$ cat src/rtl/pwr_ctrl_pkg.sv
package pwr_ctrl_pkg;

  typedef enum logic [1:0] {
    ST_OFF  = 2'd0,
    ST_BOOT = 2'd1,
    ST_RUN  = 2'd2,
    ST_NAP  = 2'd3
  } pstate_t;

endpackage

$ cat src/rtl/wake_edge_det.sv
module wake_edge_det #(
  parameter int SYNC_STAGES = 2
) (
  input  logic clk,
  input  logic rst,
  input  logic pin,
  output logic edge_o
);

  logic [SYNC_STAGES-1:0] sync_q;
  logic                   last_q;

  generate
    for (genvar g = 0; g < SYNC_STAGES; g++) begin : g_sync
      if (g == 0) begin : g_first
        always_ff @(posedge clk) begin
          if (rst) sync_q[0] <= 1'b0;
          else     sync_q[0] <= pin;
        end
      end else begin : g_rest
        always_ff @(posedge clk) begin
          if (rst) sync_q[g] <= 1'b0;
          else     sync_q[g] <= sync_q[g-1];
        end
      end
    end
  endgenerate

  always_ff @(posedge clk) begin
    if (rst) last_q <= 1'b0;
    else     last_q <= sync_q[SYNC_STAGES-1];
  end

  assign edge_o = sync_q[SYNC_STAGES-1] ^ last_q;

  // a detected edge reflects a change of the synchronized sample
  p_edge_change_r6: assert property (@(posedge clk) disable iff (rst)
    edge_o |-> (sync_q[SYNC_STAGES-1] != $past(sync_q[SYNC_STAGES-1])));

endmodule

$ cat src/rtl/fault_lock.sv
module fault_lock (
  input  logic clk,
  input  logic rst,
  input  logic clr_all,
  input  logic flag,
  input  logic cmds_idle,
  output logic lock_nxt
);

  logic lock_q;

  assign lock_nxt = clr_all ? 1'b0 : (flag | (lock_q & ~cmds_idle));

  always_ff @(posedge clk) begin
    if (rst) lock_q <= 1'b0;
    else     lock_q <= lock_nxt;
  end

  // a flag outside of off always leaves the lockout set
  p_flag_sets_r9: assert property (@(posedge clk) disable iff (rst)
    (flag && !clr_all) |=> lock_q);

  // a held lockout with busy commands does not release
  p_lock_holds_r9: assert property (@(posedge clk) disable iff (rst)
    (lock_q && !cmds_idle && !clr_all) |=> lock_q);

endmodule

$ cat src/rtl/pwr_fsm.sv
module pwr_fsm
  import pwr_ctrl_pkg::*;
#(
  parameter int NUM_SUP    = 3,
  parameter int PUP_CYCLES = 4
) (
  input  logic               clk,
  input  logic               rst,
  input  logic [NUM_SUP-1:0] sup_ok,
  input  logic               sleep_req,
  input  logic               wake_edge,
  output pstate_t            state_q,
  output pstate_t            state_nxt
);

  localparam int CW = $clog2(PUP_CYCLES + 1);
  localparam logic [CW-1:0] CNT_LAST = CW'(PUP_CYCLES - 1);

  logic          all_ok;
  logic [CW-1:0] cnt_q;

  assign all_ok = &sup_ok;

  always_comb begin
    state_nxt = state_q;
    if (!all_ok) begin
      state_nxt = ST_OFF;
    end else begin
      unique case (state_q)
        ST_OFF:  state_nxt = ST_BOOT;
        ST_BOOT: if (cnt_q == CNT_LAST) state_nxt = ST_RUN;
        ST_RUN:  if (sleep_req) state_nxt = ST_NAP;
        ST_NAP:  if (!sleep_req || wake_edge) state_nxt = ST_BOOT;
        default: state_nxt = ST_OFF;
      endcase
    end
  end

  always_ff @(posedge clk) begin
    if (rst) begin
      state_q <= ST_OFF;
      cnt_q   <= '0;
    end else begin
      state_q <= state_nxt;
      if (state_q == ST_BOOT && state_nxt == ST_BOOT) cnt_q <= cnt_q + 1'b1;
      else                                            cnt_q <= '0;
    end
  end

  // supply failure lands in off, whatever else is pending
  p_sup_fail_r1: assert property (@(posedge clk) disable iff (rst)
    !(&sup_ok) |=> state_q == ST_OFF);

  // valid supplies leave off for boot
  p_boot_enter_r2: assert property (@(posedge clk) disable iff (rst)
    (state_q == ST_OFF && &sup_ok) |=> state_q == ST_BOOT);

  // nap request in run enters nap
  p_nap_enter_r4: assert property (@(posedge clk) disable iff (rst)
    (state_q == ST_RUN && sleep_req && &sup_ok) |=> state_q == ST_NAP);

  // clearing the request leaves nap for boot
  p_nap_exit_r5: assert property (@(posedge clk) disable iff (rst)
    (state_q == ST_NAP && !sleep_req && &sup_ok) |=> state_q == ST_BOOT);

  // run is reached only through boot
  p_run_from_boot_r3: assert property (@(posedge clk) disable iff (rst)
    (state_q == ST_RUN && $past(state_q) != ST_RUN) |-> $past(state_q) == ST_BOOT);

endmodule

$ cat src/rtl/pwr_state_ctrl.sv
module pwr_state_ctrl
  import pwr_ctrl_pkg::*;
#(
  parameter int NUM_SUP     = 3,
  parameter int NUM_BAL     = 4,
  parameter int PUP_CYCLES  = 4,
  parameter int SYNC_STAGES = 2
) (
  input  logic               clk,
  input  logic               rst,
  input  logic [NUM_SUP-1:0] sup_ok,
  input  logic               sleep_req,
  input  logic               wake_pin,
  input  logic               oc_flag,
  input  logic               ot_flag,
  input  logic               chg_cmd,
  input  logic               dis_cmd,
  input  logic [NUM_BAL-1:0] bal_cmd,
  output logic [1:0]         pstate,
  output logic               reg_en,
  output logic               bias_en,
  output logic               link_en,
  output logic               prot_en,
  output logic               regs_clr,
  output logic               chg_fet,
  output logic               dis_fet,
  output logic [NUM_BAL-1:0] bal_out
);

  pstate_t st_q, st_nxt;
  logic    wake_edge;
  logic    oc_lock_nxt, ot_lock_nxt;
  logic    fet_idle, all_idle, in_off;
  logic    run_nxt, pwr_nxt, fet_ok;

  wake_edge_det #(.SYNC_STAGES(SYNC_STAGES)) u_wake (
    .clk(clk), .rst(rst), .pin(wake_pin), .edge_o(wake_edge)
  );

  pwr_fsm #(.NUM_SUP(NUM_SUP), .PUP_CYCLES(PUP_CYCLES)) u_fsm (
    .clk(clk), .rst(rst), .sup_ok(sup_ok), .sleep_req(sleep_req),
    .wake_edge(wake_edge), .state_q(st_q), .state_nxt(st_nxt)
  );

  assign fet_idle = ~chg_cmd & ~dis_cmd;
  assign all_idle = fet_idle & ~(|bal_cmd);
  assign in_off   = (st_nxt == ST_OFF);

  fault_lock u_oc_lock (
    .clk(clk), .rst(rst), .clr_all(in_off), .flag(oc_flag),
    .cmds_idle(fet_idle), .lock_nxt(oc_lock_nxt)
  );

  fault_lock u_ot_lock (
    .clk(clk), .rst(rst), .clr_all(in_off), .flag(ot_flag),
    .cmds_idle(all_idle), .lock_nxt(ot_lock_nxt)
  );

  assign run_nxt = (st_nxt == ST_RUN);
  assign pwr_nxt = (st_nxt == ST_BOOT) || run_nxt;
  assign fet_ok  = run_nxt & ~oc_lock_nxt & ~ot_lock_nxt;

  assign pstate = st_q;

  always_ff @(posedge clk) begin
    if (rst) begin
      reg_en   <= 1'b0;
      bias_en  <= 1'b0;
      link_en  <= 1'b0;
      prot_en  <= 1'b0;
      regs_clr <= 1'b1;
      chg_fet  <= 1'b0;
      dis_fet  <= 1'b0;
    end else begin
      reg_en   <= pwr_nxt;
      bias_en  <= pwr_nxt;
      prot_en  <= pwr_nxt;
      link_en  <= (st_nxt != ST_OFF);
      regs_clr <= (st_nxt == ST_OFF) || (st_nxt == ST_BOOT);
      chg_fet  <= fet_ok & chg_cmd;
      dis_fet  <= fet_ok & dis_cmd;
    end
  end

  generate
    for (genvar b = 0; b < NUM_BAL; b++) begin : g_bal
      always_ff @(posedge clk) begin
        if (rst) bal_out[b] <= 1'b0;
        else     bal_out[b] <= run_nxt & ~ot_lock_nxt & bal_cmd[b];
      end
    end
  endgenerate

  // off is fully quiet with the clear strobe high
  p_off_quiet_r1: assert property (@(posedge clk) disable iff (rst)
    (pstate == 2'd0) |-> (!reg_en && !bias_en && !link_en && !prot_en &&
                          regs_clr && !chg_fet && !dis_fet && bal_out == '0));

  // boot keeps FETs and balancing dark
  p_boot_dark_r2: assert property (@(posedge clk) disable iff (rst)
    (pstate == 2'd1) |-> (!chg_fet && !dis_fet && bal_out == '0 && reg_en && regs_clr));

  // nap keeps only the link alive
  p_nap_quiet_r4: assert property (@(posedge clk) disable iff (rst)
    (pstate == 2'd3) |-> (link_en && !reg_en && !bias_en && !prot_en &&
                          !chg_fet && !dis_fet && bal_out == '0));

  // overcurrent drops both FETs at the next edge
  p_oc_off_r7: assert property (@(posedge clk) disable iff (rst)
    oc_flag |=> (!chg_fet && !dis_fet));

  // over-temperature drops FETs and balancing
  p_ot_off_r8: assert property (@(posedge clk) disable iff (rst)
    ot_flag |=> (!chg_fet && !dis_fet && bal_out == '0));

endmodule

$ cat config.mk
export PLATFORM = sky130hd
export DESIGN_NAME = pwr_state_ctrl
export DESIGN_NICKNAME = d
export VERILOG_FILES = /design/src/rtl/pwr_ctrl_pkg.sv /design/src/rtl/wake_edge_det.sv /design/src/rtl/fault_lock.sv /design/src/rtl/pwr_fsm.sv /design/src/rtl/pwr_state_ctrl.sv
export SDC_FILE = /design/constraint.sdc
export NUM_CORES = 1
export LEC_CHECK = 0
export ABC_AREA = 0
export BUFFER_PORTS_ARGS = -buffer_cell sky130_fd_sc_hd__clkbuf_2
export CELL_PAD_IN_SITES_DETAIL_PLACEMENT = 0
export CELL_PAD_IN_SITES_GLOBAL_PLACEMENT = 1
export CORE_MARGIN = 4
export CORE_UTILIZATION = 30
export DETAILED_ROUTE_END_ITERATION = 8
export PLACE_DENSITY = 0.81
export SETUP_SLACK_MARGIN = 0.1
export SLEW_MARGIN = 5
export SYNTH_ARGS = -nofsm -noshare
export SYNTH_HDL_FRONTEND = slang
export SYNTH_SLANG_ARGS = --single-unit
$ cat constraint.sdc
create_clock -name clk -period 2 [get_ports clk]
set_clock_uncertainty 0.05 [all_clocks]
set_input_delay 0.4 -clock clk [delete_from_list [all_inputs] [get_ports clk]]
set_output_delay 0.4 -clock clk [all_outputs]
set_load 0.01 [all_outputs]
; ---- Yosys cells after proc, flatten, opt, wreduce, memory -nomap -nowiden
; Cells that the tools add are included.
[word_totals]
in_bits = 15
out_inout_bits = 13
mem_bits_ro = 0
wordCells = 65
ram_bits = 0
regBits = 19
latchBits = 0
memories = 0
[op_classes]
multipliers = 0
bitwise = 24
muxes = 7
n_div = 0
n_shift = 0
n_lt_le_gt_ge = 0
n_reduce_logical = 11
n_eq_ne = 6
addsub = 1
[op_table]
columns = operator, count
row1 = $and 1x1->1, 13
row2 = $mux 2, 4
row3 = $not 1->1, 8
row4 = $pmux 2 s4, 1
row5 = $eq 2x2->1 const B, 3
row6 = $eq 2x1->1 const B, 2
row7 = $logic_not 2->1, 2
row8 = $reduce_or 4->1, 1
row9 = $add 3x1->3 const B, 1
row10 = $eq 3x2->1 const B, 1
row11 = $logic_or 1x1->1, 3
row12 = $reduce_and 3->1, 1
row13 = $mux 1, 2
row14 = $or 1x1->1, 2
row15 = $reduce_bool 2->1, 1
row16 = $reduce_or 2->1, 1
row17 = $logic_and 1x1->1, 1
row18 = $logic_not 1->1, 1
row19 = $xor 1x1->1, 1

; ---- Depth between registers and ports, before layout
; Gate-level depths: netlist of run 1.
[depth]
depth_word = 11
mapped_depth = 10
ltp_nobuf = 9

; ---- Modules after synthesis
; From an unflattened synthesis of run 1, not the netlist that was laid out.
[hier_totals]
hier_cells = 70
hier_area_um2 = 757.0
[modules_own_cells]
columns = module, instances, area_per_inst_um2, seq_area_each_um2, cells_each
row1 = pwr_state_ctrl, 1, 332.8, 180.2, 30
row2 = pwr_fsm, 1, 226.5, 100.1, 23
row3 = fault_lock, 2, 55.1, 20.0, 5
row4 = wake_edge_det, 1, 87.6, 60.1, 7

; ---- Worst setup path before layout of run 1
; Ideal clock, no wire load.
[synth_path]
path_type = register to register
from = register u_fsm.cnt_q[0]
to = register bal_out[1]
t_required_ps = 1821
n_path_buf = 0
setup_time_ps = 129
stages_incl_launch_ff = 9
path_slack_ps = 92
t_arrival_ps = 1729
synth_period_minus_slack_ps = 1908
path_cell_list = dfxtp_1 > ha_1 > ha_1 > nand2_1 > o22ai_1 > or2_2 > ha_1 > a211oi_1 > nor2_1
[synth_via]
elab_chain_len = 9
word_cells_on_any_way = 10
cone_classes = eq/ne (2) / mux (4) / bitwise (3) / reduce/logical (1)
[synth_rtl]
columns = item, line_no
row1 = "start, declared", pwr_fsm.sv:20  ; logic [CW-1:0] cnt_q;
row2 = "start signal, assigned", pwr_fsm.sv:45  ; if (state_q == ST_BOOT && state_nxt == ST_BOOT) cnt_q <= cnt_q + 1'b1;
row3 = $eq 3x2->1 (*), pwr_fsm.sv:31  ; ST_BOOT: if (cnt_q == CNT_LAST) state_nxt = ST_RUN;
row4 = $mux 2 (*), pwr_fsm.sv:31
row5 = $pmux 2 s4 (*), pwr_fsm.sv:29  ; unique case (state_q)
row6 = $mux 2 (*), pwr_fsm.sv:26  ; if (!all_ok) begin
row7 = $logic_not 2->1, pwr_state_ctrl.sv:47  ; assign in_off = (st_nxt == ST_OFF);
row8 = $mux 1, fault_lock.sv:12  ; assign lock_nxt = clr_all ? 1'b0 : (flag | (lock_q & ~cmds_idle));
row9 = $not 1->1, pwr_state_ctrl.sv:89  ; else bal_out[b] <= run_nxt & ~ot_lock_nxt & bal_cmd[b];
row10 = $and 1x1->1 (*) (2 in series), pwr_state_ctrl.sv:89
row11 = "end signal, assigned by index", pwr_state_ctrl.sv:89
row12 = "end, declared", pwr_state_ctrl.sv:27  ; output logic [NUM_BAL-1:0] bal_out
; Mark *: on every way between the ends. The rest lies on a longest branch, timed or not.
; A chain may end at the register's enable or synchronous reset.

; ---- Final worst setup path of run 1
[layout_path]
from = register u_fsm.cnt_q[0]
to = register bal_out[0]
; Same word-level chain as after synthesis.

==> impl_table.tex, run 1 <==
\begin{tabular}{lr}
\hline
Metric & Value \\
\hline
\multicolumn{2}{l}{\textbf{Outcome}} \\
\quad Outcome & complete, no violations \\
\multicolumn{2}{l}{\textbf{Route}} \\
\quad Iteration-0 DRC Markers & 12 \\
\quad ANT nets after route & 0 \\
\quad Via count normalized by instance count & 4.68 \\
\quad Wire length per cell & 11.6 um \\
\quad Number of detailed-routing iterations run before antenna repair & 2 \\
\quad Via total after detailed routing & 622 \\
\quad Residual DRC count & 0 \\
\quad Sum of routed wire length over all layers & 1540 um \\
\multicolumn{2}{l}{\textbf{Synth}} \\
\quad Post-synthesis cell type with the largest combined area & dfxtp\_1 \\
\quad Count of different cell masters after synthesis & 25 \\
\quad Yosys warnings & 0 \\
\quad Sequential fraction of the synthesis area & 0.514 \\
\quad Syn\_nets & 96 \\
\quad Number of synthesized register bits & 19 \\
\quad Synth top area cells & dfxtp\_1, ha\_1, nor2\_1, nand4bb\_1, nor2b\_1 \\
\quad Mapped Area & 741 sq um \\
\quad Synth Area per Inst & a little under 10 sq um \\
\quad Share of Yosys cell area claimed by the top area cell type & 0.514 \\
\quad Instance count of the mapped netlist & 76 \\
\multicolumn{2}{l}{\textbf{Floorplan}} \\
\quad Ports placed on the boundary & 28 \\
\quad Initial Util & 0.325 \\
\quad Core area & 2280 sq um \\
\quad Floorplan die area & 3330 sq um \\
\quad Die height & 57.7 um \\
\quad Die span in x & 57.7 um \\
\quad Placement row count & 17 \\
\multicolumn{2}{l}{\textbf{Clock tree}} \\
\quad Clock latency reported for the late side of the worst-skew pair & roughly 300 ps \\
\quad Number of sinks driven by the clock tree & 19 \\
\quad Root Driver & clkbuf\_4 \\
\quad TritonCTS Buffers & 3 \\
\quad Deepest level of the CTS H-tree & 1 \\
\quad Clock tree from TritonCTS & yes \\
\quad Hold buffer count at CTS & 0 \\
\quad Clock Pin Slew Worst Setup and Hold Paths & 110 ps \\
\quad Maximum number of buffers from clock root to sink & 2 \\
\multicolumn{2}{l}{\textbf{Hold path}} \\
\quad Hold Crit Class & input pin to flop \\
\quad Beginning of the worst hold path & bal\_cmd[1] \\
\multicolumn{2}{l}{\textbf{GRT}} \\
\quad Initial antenna violation count & 0 \\
\quad Total congestion overflow after global routing & 0 \\
\quad Vias in the first global route & 572 \\
\quad GR Util All Layers & 0.0944 \\
\quad Largest net degree at the start of global routing & 11 \\
\quad Global-route wire length before repair & 2360 um \\
\multicolumn{2}{l}{\textbf{STA}} \\
\quad Slew at the pin closest to its max-slew limit & 679 ps \\
\quad Setup-failing EPs final & 0 \\
\quad Max-slew violation count & 0 \\
\quad Tcrit/Tclk final & 0.908 \\
\quad Final-report hold violation count & 0 \\
\quad RSZ-0062 raised after global routing & false \\
\quad Achievable Freq & around 0.55 GHz \\
\quad Slew HR & 0.543 \\
\quad Final hold slack & roughly 250 ps \\
\quad Final Critical Period & 1820 ps \\
\multicolumn{2}{l}{\textbf{Pwr}} \\
\quad Leak Pwr & 0.416 nW \\
\quad Sequential cell fraction of total power & 0.621 \\
\quad Clock Power Share & 0.307 \\
\quad Part of the total power dissipated in combinational logic & 0.073 \\
\quad Worst vdd ir & between 0.0003 and 0.0004 V \\
\quad Power Internal & 482 uW \\
\quad Power density over the cells & 617 nW/um\^{}2 \\
\quad Switching fraction of total power & 0.225 \\
\quad Switching component of the power & 140 uW \\
\multicolumn{2}{l}{\textbf{Cells and area}} \\
\quad Diodes inserted & 0 \\
\quad Layout overhead on the synthesized area & 36.0\% \\
\quad Total Nets Final & 126 \\
\quad Post-Layout Inst Area & between 1000 and 1500 sq um \\
\quad Proportion of layout cells with a drive suffix above 1 & 0.448 \\
\quad Most common cell after layout, fill and taps aside & clkbuf\_2 \\
\quad Filler Cell Count & 224 \\
\quad Commonest cells after routing, fill and taps aside & clkbuf\_2, dfxtp\_1, nor2\_1 \\
\multicolumn{2}{l}{\textbf{Critical path}} \\
\quad Largest fanout on the critical path & 7 \\
\quad Critical path arrival & 2020 ps \\
\quad Crit path buffers/inverters & 1 \\
\quad Data required time of the critical path & $\sim$2200 ps \\
\quad Startpoint of the worst-slack reg-to-reg timing path & u\_fsm.cnt\_q[0]\$\_SDFF\_PP0\_ \\
\quad Beginning of the critical path & u\_fsm.cnt\_q[0]\$\_SDFF\_PP0\_ \\
\quad Startpoint class of the critical path & flop \\
\quad Worst path most repeated cell & ha\_4 \\
\quad Worst setup slack for register-to-register paths & 180 ps \\
\quad Cells along the critical path & ha\_4 -> ha\_4 -> nand2\_2 -> o22ai\_2 -> or2\_4 -> ha\_2 -> nor2b\_4 -> buf\_4 -> o211a\_1 \\
\quad Cell with the largest stage delay on the worst path & dfxtp\_2 \\
\quad Max stage delay on crit path & 360 ps \\
\quad Critical path type & flop to flop \\
\quad CP delay by family, top & adder cells \\
\quad Kind of end point of the critical path & flop \\
\multicolumn{2}{l}{\textbf{Placement}} \\
\quad Count of port buffers added during placement & 27 \\
\quad Cell Area, Placed & 891 sq um \\
\quad Routability congestion estimate & 0.827 \\
\quad HPWL after DPL & roughly 1100 um \\
\multicolumn{2}{l}{\textbf{Flow run}} \\
\quad Maximum capacitance violations & 0 \\
\hline
\end{tabular}
[through the flow]
stage	util	total power [mW]	instances	setup TNS (ps)	setup slack, ps
after floorplan	-	0.413	76	0	137
after CTS	0.405	0.629	131	0	89.8
after global placement	0.391	0.434	127	0	47.1
after global routing	0.443	0.662	133	0	62.4
after detailed placement	0.391	0.435	127	-44.5	-28.6
final	0.443	0.621	133	0	184
[synth_stat cells]
cell type and count:
o211a_1 1, o22ai_1 1, or2_2 1, o21a_1 2, nand2_1 5, nand2b_1 1, nor2b_1 5, nor3_1 3
a21oi_1 3, ha_1 5, xnor2_1 1, nor2_1 9, or4_1 1, nand4bb_1 3, a211oi_1 1, clkbuf_2 1
dfxtp_1 19, or3_1 1, nor4_1 2, o21ai_0 2, buf_4 2, inv_1 2, and2_1 1, nand3_1 3
buf_2 1
[final timing paths]
| check | to | depth (start not counted) |
|---|---|---|
| max | bal_out[0]$_SDFF_PP0_ | 9 |
| min | bal_out[1]$_SDFF_PP0_ | 3 |
| max reg2reg | bal_out[0]$_SDFF_PP0_ | 9 |
| min reg2reg | u_wake.sync_q[1]$_SDFF_PP0_ | 1 |
[worst register-to-register path: cells and delay by family (launching register included)]
family	cells	cell delay [ps]
compound gates	2	370
fa+ha+maj	3	440
buf+inv	1	140
flops	1	360
simple gates	3	420
[power by group through the flow]
stage	sequential, mW	combinational (mW)	clock [mW]
after floorplan	0.394	0.0188	0
after global placement	0.394	0.0402	0
after detailed placement	0.394	0.0405	0
after CTS	0.386	0.0414	0.202
after global routing	0.387	0.0501	0.225
final	0.386	0.0453	0.191
[flip-flops by register name (all words and copies together), names as in the netlist]
| register | flops |
|---|---|
| prot_en | 1 |
| u_fsm.cnt_q | 3 |
| regs_clr | 1 |
| chg_fet | 1 |
| u_wake.sync_q | 2 |
| u_ot_lock.lock_q | 1 |
| link_en | 1 |
| dis_fet | 1 |
| bal_out | 4 |
| u_fsm.state_q | 2 |
| u_oc_lock.lock_q | 1 |
| u_wake.last_q | 1 |
[routing by layer]
layer,up-vias,global-route usage,share of wire
met2,22,0.150,0.48
met1,279,0.0989,0.39
li1,319,-,-
met4,0,0.0397,0.012
met3,2,0.0601,0.11
met5,-,0,0
[kinds of logic (layout without fill, tap and decap cells)]
| family | count (synthesis) | in the layout | share of synthesized area |
|---|---|---|---|
| compound gates | 10 | 10 | 0.0861 |
| flops | 19 | 19 | 0.514 |
| fa+ha+maj | 5 | 5 | 0.0845 |
| simple gates | 35 | 35 | 0.260 |
| xor+xnor | 1 | 1 | 0.0118 |
| buf+inv | 6 | 35 | 0.0439 |
[layout make-up]
cell class / instances / area, sq um / area share
clock buffers: 4 / 26.3 / 0.0261
inverters: 2 / 7.51 / 0.00745
multi-input cells: 51 / 405 / 0.402
flip-flops and latches: 19 / 383 / 0.380
well taps: 28 / 35.0 / 0.0348
repair buffers: 29 / 150 / 0.149
[timing repair]
action / in CTS / in global routing
endpoints found under the setup margin: 7 / 8
endpoints found under the hold margin: 0 / 0
buffers inserted: 0 / 2
pin swaps: 1 / 5
resized for setup: 2 / 18
Power figures use the tool's default switching activity.
==> run 2: changes to the inputs <==
- REMOVE_ABC_BUFFERS: default -> 1
==> impl_table.tex, run 2 (synthesis results as in run 1) <==
\begin{tabular}{lr}
\hline
Metric & Value \\
\hline
\multicolumn{2}{l}{\textbf{Outcome}} \\
\quad Outcome & complete, no violations \\
\multicolumn{2}{l}{\textbf{GRT}} \\
\quad GR Util All Layers & 0.0958 \\
\quad Global-route wire length before repair & 2450 um \\
\quad Initial antenna violation count & 0 \\
\quad Vias in the first global route & $\sim$600 \\
\quad Largest net degree at the start of global routing & 11 \\
\quad Total congestion overflow after global routing & 0 \\
\multicolumn{2}{l}{\textbf{Pwr}} \\
\quad Switching fraction of total power & 0.220 \\
\quad Sequential cell fraction of total power & 0.623 \\
\quad Switching component of the power & 136 uW \\
\quad Clock Power Share & 0.304 \\
\quad Worst vdd ir & 0.000503 V \\
\quad Part of the total power dissipated in combinational logic & 0.073 \\
\quad Power Internal & 482 uW \\
\quad Power density over the cells & 634 nW/um\^{}2 \\
\quad Design Power & 618 uW \\
\quad Leak Pwr & 0.418 nW \\
\multicolumn{2}{l}{\textbf{Critical path}} \\
\quad Startpoint class of the critical path & flop \\
\quad Data required time of the critical path & 2140 ps \\
\quad Kind of end point of the critical path & flop \\
\quad Worst path most repeated cell & ha\_2 \\
\quad Critical path type & flop to flop \\
\quad Max stage delay on crit path & 390 ps \\
\quad Largest fanout on the critical path & 4 \\
\quad Cells along the critical path & ha\_1 -> ha\_2 -> a21oi\_2 -> or3\_4 -> ha\_2 -> buf\_4 -> o211a\_1 \\
\quad Critical path arrival & around 2000 ps \\
\quad CP delay by family, top & adder cells \\
\quad Startpoint of the worst-slack reg-to-reg timing path & u\_fsm.cnt\_q[0]\$\_SDFF\_PP0\_ \\
\quad Crit path buffers/inverters & 1 \\
\quad Beginning of the critical path & u\_fsm.cnt\_q[0]\$\_SDFF\_PP0\_ \\
\quad Cell with the largest stage delay on the worst path & or3\_4 \\
\multicolumn{2}{l}{\textbf{Placement}} \\
\quad Count of port buffers added during placement & 27 \\
\quad Routability congestion estimate & 0.794 \\
\quad Place WS & -29.9 ps \\
\quad Cell Count Post-Placement & 128 \\
\quad HPWL after DPL & 1140 um \\
\multicolumn{2}{l}{\textbf{Clock tree}} \\
\quad Root Driver & clkbuf\_4 \\
\quad Number of sinks driven by the clock tree & 19 \\
\quad Deepest level of the CTS H-tree & 1 \\
\quad Maximum number of buffers from clock root to sink & 2 \\
\quad Clock tree from TritonCTS & yes \\
\quad Clock Pin Slew Worst Setup and Hold Paths & 100 ps \\
\quad TritonCTS Buffers & 3 \\
\quad Clock latency reported for the late side of the worst-skew pair & 290 ps \\
\quad Hold buffer count at CTS & 0 \\
\multicolumn{2}{l}{\textbf{Floorplan}} \\
\quad Floorplan die area & between 3000 and 4000 sq um \\
\quad Core area & 2280 sq um \\
\quad Ports placed on the boundary & 28 \\
\quad Die span in x & $\sim$58 um \\
\quad Placement row count & 17 \\
\quad Initial Util & 0.325 \\
\quad Die height & 57.7 um \\
\multicolumn{2}{l}{\textbf{STA}} \\
\quad Final hold slack & 265 ps \\
\quad RSZ-0062 raised after global routing & true \\
\quad Final-report hold violation count & 0 \\
\quad Slew HR & 0.705 \\
\quad Final Critical Period & 1830 ps \\
\quad Achievable Freq & 0.546 GHz \\
\quad Slew at the pin closest to its max-slew limit & 439 ps \\
\quad Setup-failing EPs final & 0 \\
\quad Tcrit/Tclk final & 0.915 \\
\quad Post-layout worst setup margin & approximately 170 ps \\
\quad Max-slew violation count & 0 \\
\multicolumn{2}{l}{\textbf{Hold path}} \\
\quad Hold Crit Class & input pin to flop \\
\quad Beginning of the worst hold path & bal\_cmd[1] \\
\multicolumn{2}{l}{\textbf{Cells and area}} \\
\quad Diodes inserted & 0 \\
\quad Largest regs & bal\_out x4, u\_fsm.cnt\_q x3 \\
\quad Final non-filler cell total & about 130 \\
\quad Proportion of layout cells with a drive suffix above 1 & 0.419 \\
\quad Most common cell after layout, fill and taps aside & clkbuf\_2 \\
\quad Register containing the most flip-flops in the final layout & bal\_out \\
\quad Max reg flops & 4 \\
\quad Commonest cells after routing, fill and taps aside & clkbuf\_2, dfxtp\_1, nor2\_1 \\
\quad Total Nets Final & 126 \\
\quad Layout overhead on the synthesized area & 31.6\% \\
\multicolumn{2}{l}{\textbf{Route}} \\
\quad Wire length per cell & 11.3 um \\
\quad ANT nets after route & 0 \\
\quad Via count normalized by instance count & 4.63 \\
\quad Sum of routed wire length over all layers & 1500 um \\
\quad Metal1 wirelength & 636 um \\
\quad Iteration-0 DRC Markers & 6 \\
\quad Via total after detailed routing & approximately 620 \\
\quad Uppermost signal routing layer after detailed routing & met4 \\
\quad Number of detailed-routing iterations run before antenna repair & 4 \\
\quad Metal3 WL & 145 um \\
\quad Residual DRC count & 0 \\
\quad Met2 layer wire length in the routed design & 704 um \\
\multicolumn{2}{l}{\textbf{Flow run}} \\
\quad Maximum capacitance violations & 0 \\
\hline
\end{tabular}
run 2: area by class of cell:
type	instances	area (sq um)
multi-input combinational	51	373
sequential	19	383
fill	221	1300
timing repair buffer	29	150
clock buffer	4	26.3
tap	28	35.0
inverter	2	7.51
run 2: worst min-delay path: cells and delay by family:
family | cells | cell delay, ps
buffers and inverters | 1 | 90
AND/OR/NAND/NOR | 2 | 80
run 2: stage by stage:
step | TNS, ps | instance area, sq um | util
after floorplan | 0 | 716 | -
after global placement | 0 | 893 | 0.393
after detailed placement | -98.8 | 893 | 0.393
after CTS | 0 | 932 | 0.410
after global routing | 0 | 975 | 0.428
final | 0 | 975 | 0.428
run 2: per-layer routing:
metal,up-vias,track usage
li1,316,-
met1,275,0.113
met2,23,0.158
met3,2,0.0468
met4,0,0.0199
met5,-,0
run 2: path summary, 6_finish.rpt:
| kind | slack (ps) | cells after the start | end |
|---|---|---|---|
| worst max-delay path | 170 | 7 | bal_out[0]$_SDFF_PP0_ |
| worst min-delay path | 260 | 3 | bal_out[1]$_SDFF_PP0_ |
| worst max register to register | 170 | 7 | bal_out[0]$_SDFF_PP0_ |
| worst min register to register | 400 | 1 | u_wake.sync_q[1]$_SDFF_PP0_ |
run 2: power groups by stage:
stage	clock network, mW	registers, mW	logic [mW]
3_3_place_gp	0	0.394	0.0403
2_1_floorplan	0	0.395	0.0136
4_1_cts	0.200	0.385	0.0429
3_5_place_dp	0	0.394	0.0410
6_report	0.188	0.385	0.0450
5_1_grt	0.217	0.386	0.0512
run 2: what timing repair did:
item                                    CTS  global route
pin swaps                                 1             1
hold endpoints to repair                  0             0
setup buffers                             0             1
endpoints found under the setup margin    8            10
resized for setup                         4            10
